`config.mk`:
```
export PLATFORM = sky130hd
export DESIGN_NAME = halfsel_mac
export DESIGN_NICKNAME = d
export VERILOG_FILES = /design/src/rtl/halfsel_mac_pkg.sv /design/src/rtl/hsm_half_pick.sv /design/src/rtl/hsm_product.sv /design/src/rtl/hsm_acc_add.sv /design/src/rtl/hsm_idx_check.sv /design/src/rtl/halfsel_mac.sv
export SDC_FILE = /design/constraint.sdc
export NUM_CORES = 2
export LEC_CHECK = 0
export BUFFER_PORTS_ARGS = -buffer_cell sky130_fd_sc_hd__buf_4
export CORE_ASPECT_RATIO = 0.8
export CORE_MARGIN = 2
export CORE_UTILIZATION = 30
export DETAILED_ROUTE_END_ITERATION = 16
export HOLD_SLACK_MARGIN = 0.12
export MAX_ROUTING_LAYER = met4
export PLACE_DENSITY_LB_ADDON = 0.08
export SKIP_LAST_GASP = 1
export SLEW_MARGIN = 20
export SYNTH_ARGS = -nofsm -noshare
export SYNTH_HDL_FRONTEND = slang
export SYNTH_SLANG_ARGS = --single-unit
```
`constraint.sdc`:
```
create_clock -name clk -period 14.25 [get_ports clk]
set_input_delay 2.85 -clock clk [delete_from_list [all_inputs] [get_ports clk]]
set_output_delay 2.85 -clock clk [all_outputs]
set_load 0.05 [all_outputs]
```
`src/rtl/halfsel_mac_pkg.sv`:
```
package halfsel_mac_pkg;
   typedef enum logic {
      MODE_HALF = 1'b0,
      MODE_WORD = 1'b1
   } mac_mode_e;

   localparam int unsigned OPND_SLOTS = 4;
endpackage

```
`src/rtl/hsm_half_pick.sv`:
```
module hsm_half_pick #(
   parameter int unsigned DATA_W = 32,
   localparam int unsigned HALF_W = DATA_W / 2
) (
   input  logic [DATA_W-1:0]        word_in,
   input  logic                     take_top,
   output logic signed [HALF_W-1:0] half_out
);
   initial begin
      assert (DATA_W % 2 == 0) else $error("DATA_W must be even");
   end

   always_comb begin
      if (take_top) half_out = $signed(word_in[DATA_W-1:HALF_W]);
      else          half_out = $signed(word_in[HALF_W-1:0]);
   end
endmodule

```
`src/rtl/hsm_product.sv`:
```
module hsm_product
   import halfsel_mac_pkg::*;
#(
   parameter int unsigned DATA_W    = 32,
   parameter bit          WORD_MODE = 1'b1,
   localparam int unsigned HALF_W = DATA_W / 2,
   localparam int unsigned WIDE_W = DATA_W + HALF_W
) (
   input  logic [DATA_W-1:0] opnd_a,
   input  logic [DATA_W-1:0] opnd_b,
   input  logic              a_top,
   input  logic              b_top,
   input  mac_mode_e         mode_sel,
   output logic [DATA_W-1:0] prod_out
);
   logic signed [HALF_W-1:0] half_a;
   logic signed [HALF_W-1:0] half_b;
   logic signed [DATA_W-1:0] prod_hh;

   hsm_half_pick #(.DATA_W(DATA_W)) u_pick_a (
      .word_in(opnd_a), .take_top(a_top), .half_out(half_a));
   hsm_half_pick #(.DATA_W(DATA_W)) u_pick_b (
      .word_in(opnd_b), .take_top(b_top), .half_out(half_b));

   // a signed 16x16 product always fits in 32 bits
   always_comb prod_hh = DATA_W'(half_a) * DATA_W'(half_b);

   generate
      if (WORD_MODE) begin : g_word
         logic signed [WIDE_W-1:0] wide;
         always_comb begin
            wide = WIDE_W'($signed(opnd_a)) * WIDE_W'(half_b);
            if (mode_sel == MODE_WORD) prod_out = wide[WIDE_W-1:HALF_W];
            else                       prod_out = prod_hh;
         end
      end else begin : g_half_only
         always_comb prod_out = prod_hh;
      end
   endgenerate
endmodule

```
`src/rtl/hsm_acc_add.sv`:
```
module hsm_acc_add #(
   parameter int unsigned DATA_W = 32
) (
   input  logic [DATA_W-1:0] lhs,
   input  logic [DATA_W-1:0] rhs,
   output logic [DATA_W-1:0] sum,
   output logic              sgn_ovf
);
   always_comb begin
      sum     = lhs + rhs;
      sgn_ovf = (lhs[DATA_W-1] == rhs[DATA_W-1]) && (sum[DATA_W-1] != lhs[DATA_W-1]);
   end
endmodule

```
`src/rtl/hsm_idx_check.sv`:
```
module hsm_idx_check #(
   parameter int unsigned IDX_W   = 4,
   parameter int unsigned SLOTS   = 4,
   parameter int unsigned BAD_IDX = 15
) (
   input  logic [SLOTS*IDX_W-1:0] idx_flat,
   input  logic [SLOTS-1:0]       slot_used,
   output logic                   any_bad
);
   logic [SLOTS-1:0] hit;

   initial begin
      assert (BAD_IDX < (1 << IDX_W)) else $error("BAD_IDX does not fit IDX_W");
   end

   generate
      for (genvar s = 0; s < SLOTS; s++) begin : g_slot
         assign hit[s] = slot_used[s] && (idx_flat[s*IDX_W +: IDX_W] == IDX_W'(BAD_IDX));
      end
   endgenerate

   assign any_bad = |hit;
endmodule

```
`src/rtl/halfsel_mac.sv`:
```
module halfsel_mac
   import halfsel_mac_pkg::*;
#(
   parameter int unsigned DATA_W    = 32,
   parameter int unsigned IDX_W     = 4,
   parameter int unsigned BAD_IDX   = 15,
   parameter bit          WORD_MODE = 1'b1
) (
   input  logic              clk,
   input  logic              rst_n,
   input  logic              in_valid,
   input  logic              mode,
   input  logic              sel_a_top,
   input  logic              sel_b_top,
   input  logic              acc_en,
   input  logic [DATA_W-1:0] src_a,
   input  logic [DATA_W-1:0] src_b,
   input  logic [DATA_W-1:0] acc_in,
   input  logic [IDX_W-1:0]  idx_dst,
   input  logic [IDX_W-1:0]  idx_a,
   input  logic [IDX_W-1:0]  idx_b,
   input  logic [IDX_W-1:0]  idx_acc,
   input  logic              flag_clr,
   output logic [DATA_W-1:0] res_out,
   output logic              res_we,
   output logic              unpred,
   output logic              ovf_flag
);
   localparam int unsigned SLOTS = OPND_SLOTS;

   mac_mode_e         mode_e;
   logic [DATA_W-1:0] prod;
   logic [DATA_W-1:0] acc_sum;
   logic              acc_ovf;
   logic              bad_idx;
   logic [DATA_W-1:0] result_d;
   logic              good_op;
   logic              set_flag;

   assign mode_e = mac_mode_e'(mode);

   hsm_product #(.DATA_W(DATA_W), .WORD_MODE(WORD_MODE)) u_prod (
      .opnd_a(src_a), .opnd_b(src_b), .a_top(sel_a_top), .b_top(sel_b_top),
      .mode_sel(mode_e), .prod_out(prod));

   hsm_acc_add #(.DATA_W(DATA_W)) u_add (
      .lhs(prod), .rhs(acc_in), .sum(acc_sum), .sgn_ovf(acc_ovf));

   hsm_idx_check #(.IDX_W(IDX_W), .SLOTS(SLOTS), .BAD_IDX(BAD_IDX)) u_idx (
      .idx_flat({idx_acc, idx_b, idx_a, idx_dst}),
      .slot_used({acc_en, 3'b111}),
      .any_bad(bad_idx));

   always_comb begin
      good_op  = in_valid && !bad_idx;
      result_d = acc_en ? acc_sum : prod;
      set_flag = good_op && acc_en && acc_ovf;
   end

   always_ff @(posedge clk) begin
      if (!rst_n) begin
         res_out  <= '0;
         res_we   <= 1'b0;
         unpred   <= 1'b0;
         ovf_flag <= 1'b0;
      end else begin
         res_we <= good_op;
         unpred <= in_valid && bad_idx;
         if (good_op) res_out <= result_d;
         if (flag_clr)      ovf_flag <= 1'b0;
         else if (set_flag) ovf_flag <= 1'b1;
      end
   end

   assert_we_excl_unpred_R6: assert property (@(posedge clk) disable iff (!rst_n)
      !(res_we && unpred));

   assert_bad_idx_no_write_R6: assert property (@(posedge clk) disable iff (!rst_n)
      (in_valid && idx_dst == IDX_W'(BAD_IDX)) |=> (unpred && !res_we));

   assert_idle_quiet_R8: assert property (@(posedge clk) disable iff (!rst_n)
      !in_valid |=> (!res_we && !unpred));

   assert_flag_sticky_R7: assert property (@(posedge clk) disable iff (!rst_n)
      (ovf_flag && !flag_clr) |=> ovf_flag);

   assert_flag_clear_R7: assert property (@(posedge clk) disable iff (!rst_n)
      flag_clr |=> !ovf_flag);

   assert_noacc_keeps_flag_R5: assert property (@(posedge clk) disable iff (!rst_n)
      (!ovf_flag && !acc_en && !flag_clr) |=> !ovf_flag);
endmodule

```
==> reports/metrics.cfg <==
[floorplanning]
die-area_um2 = 108100
die_x_um = 367.1
core_area_um2 = 104500
num_rows = 106
ios = 155
die_h_um = 294.5
initial_core_util_pct = 30.27

[clocking]
cts_resized = 0
cts_tree = yes
cts_setup_buffers = 0
clk_pin_slew_ns = 0.06
cts_buffer_depth = 2
htreeDepth = 2
cts_hold_buf = 0
cts_buffers = 5
insertion_delay_ns = 0.29
root_buffer = clkbuf_16
cts_sinks = 35

[worst_setup_path]
rr_startpoint = res_out[29]$_SDFFE_PN0P_
slowest_stage = nor3_1
critPathMostFrequentCell = fa_1
cpPeakStageDelay_ns = 0.66
r2r_slack_ns = 13.39
crit_fanout = 33
arrival_ns = 12.73
critPathCaptureType = flip-flop
critPathRequiredTime_ns = 14.42
start_kind = primary input
path_class = in -> reg
reg2reg_depth = 3
regToRegEndpoint = res_out[29]$_SDFFE_PN0P_

[synthesis]
synth_seq_area_share_pct = 2.214
synthCells = 3717
synthFlopType = dfxtp_1
synth_area_leaders = fa_1 (47%), inv_1 (10%), ha_1 (8.9%)
synthDominantCellAreaShare_pct = 47.33
ys_types = 76
synth_warnings = 0
syn_avg_cell_area_um2 = 8.512
ys_top_cells_by_count = inv_1 (876), fa_1 (748), nand2_1 (523)
yosysTopAreaCell = fa_1
synth_area_um2 = 31640
synth_edf_count = 0
async_flop_share_pct = 0
syn_nets = 4810
yosysMostFrequentCell = inv_1
synth_seq_cells = 35

[global_route]
track_usage_pct = 21.18
grt_pass1_wl_um = 169000
antenna_found_initial = 5
grt-ovfl-total = 0
grt_pass1_vias = 26905
grt_max_degree = 45

[routing]
wl_met1_um = 50730
top_layer_used = met4
final_antenna_net_count = 0
totalWireLength_um = 106600
vias = 24383
firstDrtPassIters = 5
wl_per_cell_um = 20.65
route.met3.wl_um = 3885
drt_drc_violations_left = 0
viasPerCell = 4.724
wl_met2_um = 49600
drt_iter0_markers = 1344

[timing]
hold_violations = 0
tns_ns = 0
max_freq_mhz = 79.60
layout_min_cycle_time_ns = 12.56
setup_viol = 0
rsz0062_at_grt = false
fin_worst_skew_ns = 0
worst_pin_slew_ns = 1.130
fin_crit_sh_pct = 88.16
slew_viol_final = 0
max-slew-margin-rel_pct = 22.50
whs_ns = 0.4517

[placement]
placed_area_um2 = 34270
port_buffers = 154
place_hpwl_um = 88640
place_congestion = 0.8433

[finish]
fin_util_pct = 32.93
final_layout_size_suffix_gt1_share_pct = 6.842
layout.nets = 4849
fin_area_um2 = 34420
syn2layout_area_growth_pct = 8.775

[worst_hold_path]
hold_end = res_out[0]$_SDFFE_PN0P_
hp-class = reg -> reg
min_from = res_out[0]$_SDFFE_PN0P_
whs_path_depth = 2

[outcome]
status = completed

[run]
maxCapViolations = 0

==> routing by layer <==
layer  GRT usage (%)  up-vias
li1                -    11284
met1           29.34    12571
met2           34.17      450
met3           1.792       78
met4           3.818        0
met5               -        -
==> cells in the final DEF (no fill, tap or decap), types with 15 or more instances in the layout <==
master,netlist,final
a211oi_1,23,23
a21o_1,43,43
a21oi_1,117,117
and2_1,170,170
and3_1,18,18
buf_4,1,196
dfxtp_1,35,35
fa_1,748,748
ha_1,225,225
inv_1,876,876
mux2_2,35,35
mux2i_1,41,38
nand2_1,523,523
nand2b_1,32,32
nand3_1,39,39
nor2_1,190,190
nor2b_1,46,46
nor3_1,35,35
o211ai_1,16,16
o21a_1,15,15
o21ai_0,71,71
or3_1,18,18
xnor2_1,56,56
xor2_1,24,24
==> cell type report <==
| cell class | instances | area (um2) |
|---|---|---|
| Clock buffer | 6 | 138.9 |
| Tap cell | 1404 | 1757 |
| Sequential cell | 35 | 700.7 |
| Multi-Input combinational cell | 2641 | 27050 |
| Clock inverter | 1 | 5.005 |
| Timing Repair Buffer | 196 | 1471 |
| Antenna cell | 2 | 5.005 |
| Fill cell | 11264 | 70090 |
| Inverter | 877 | 3292 |
==> registers in the layout (all words and copies together) (netlist names) <==
name	flops
ovf_flag	1
res_out	32
res_we	1
unpred	1
==> worst max-delay path by stage <==
stage,slack (ns),endpoint,startpoint
finish,1.69,res_out[24]$_SDFFE_PN0P_,sel_b_top
global route,1.16,res_out[31]$_SDFFE_PN0P_,sel_b_top
CTS,1.70,res_out[31]$_SDFFE_PN0P_,sel_b_top
detailed placement,1.44,res_out[24]$_SDFFE_PN0P_,sel_b_top
global placement,1.46,res_out[24]$_SDFFE_PN0P_,sel_b_top
floorplan,2.81,res_out[28]$_SDFFE_PN0P_,sel_b_top
==> cells by family (layout without fill, tap and decap cells) <==
| kind of cell | Yosys count | count (layout) | share of synthesized area (%) |
|---|---|---|---|
| simple gates | 1113 | 1113 | 16.17 |
| buf+inv | 1041 | 1080 | 12.37 |
| fa+ha+maj | 973 | 973 | 56.22 |
| compound gates | 398 | 398 | 8.221 |
| xor+xnor | 80 | 80 | 2.214 |
| mux | 77 | 77 | 2.586 |
| flops | 35 | 35 | 2.214 |
| other cells | 0 | 2 | 0 |
==> through the flow <==
step	worst slack [ns]	cells
final	1.688	5162
after floorplan	2.808	3717
after CTS	1.698	5160
after global placement	1.460	5153
after global routing	1.161	5161
after detailed placement	1.437	5153
==> worst max-delay path: cells and delay by family <==
family                     cells  cell delay, ns
buffers and inverters          6            1.31
muxes                          1            0.58
adders and majority gates      8            3.82
and+or+nand+nor                9            2.02
AOI/OAI and AO/OA              8            2.09
Power is left out: the tool's default activity adds up to more than one toggle a clock period on the data nets, which glitch-free logic cannot reach.
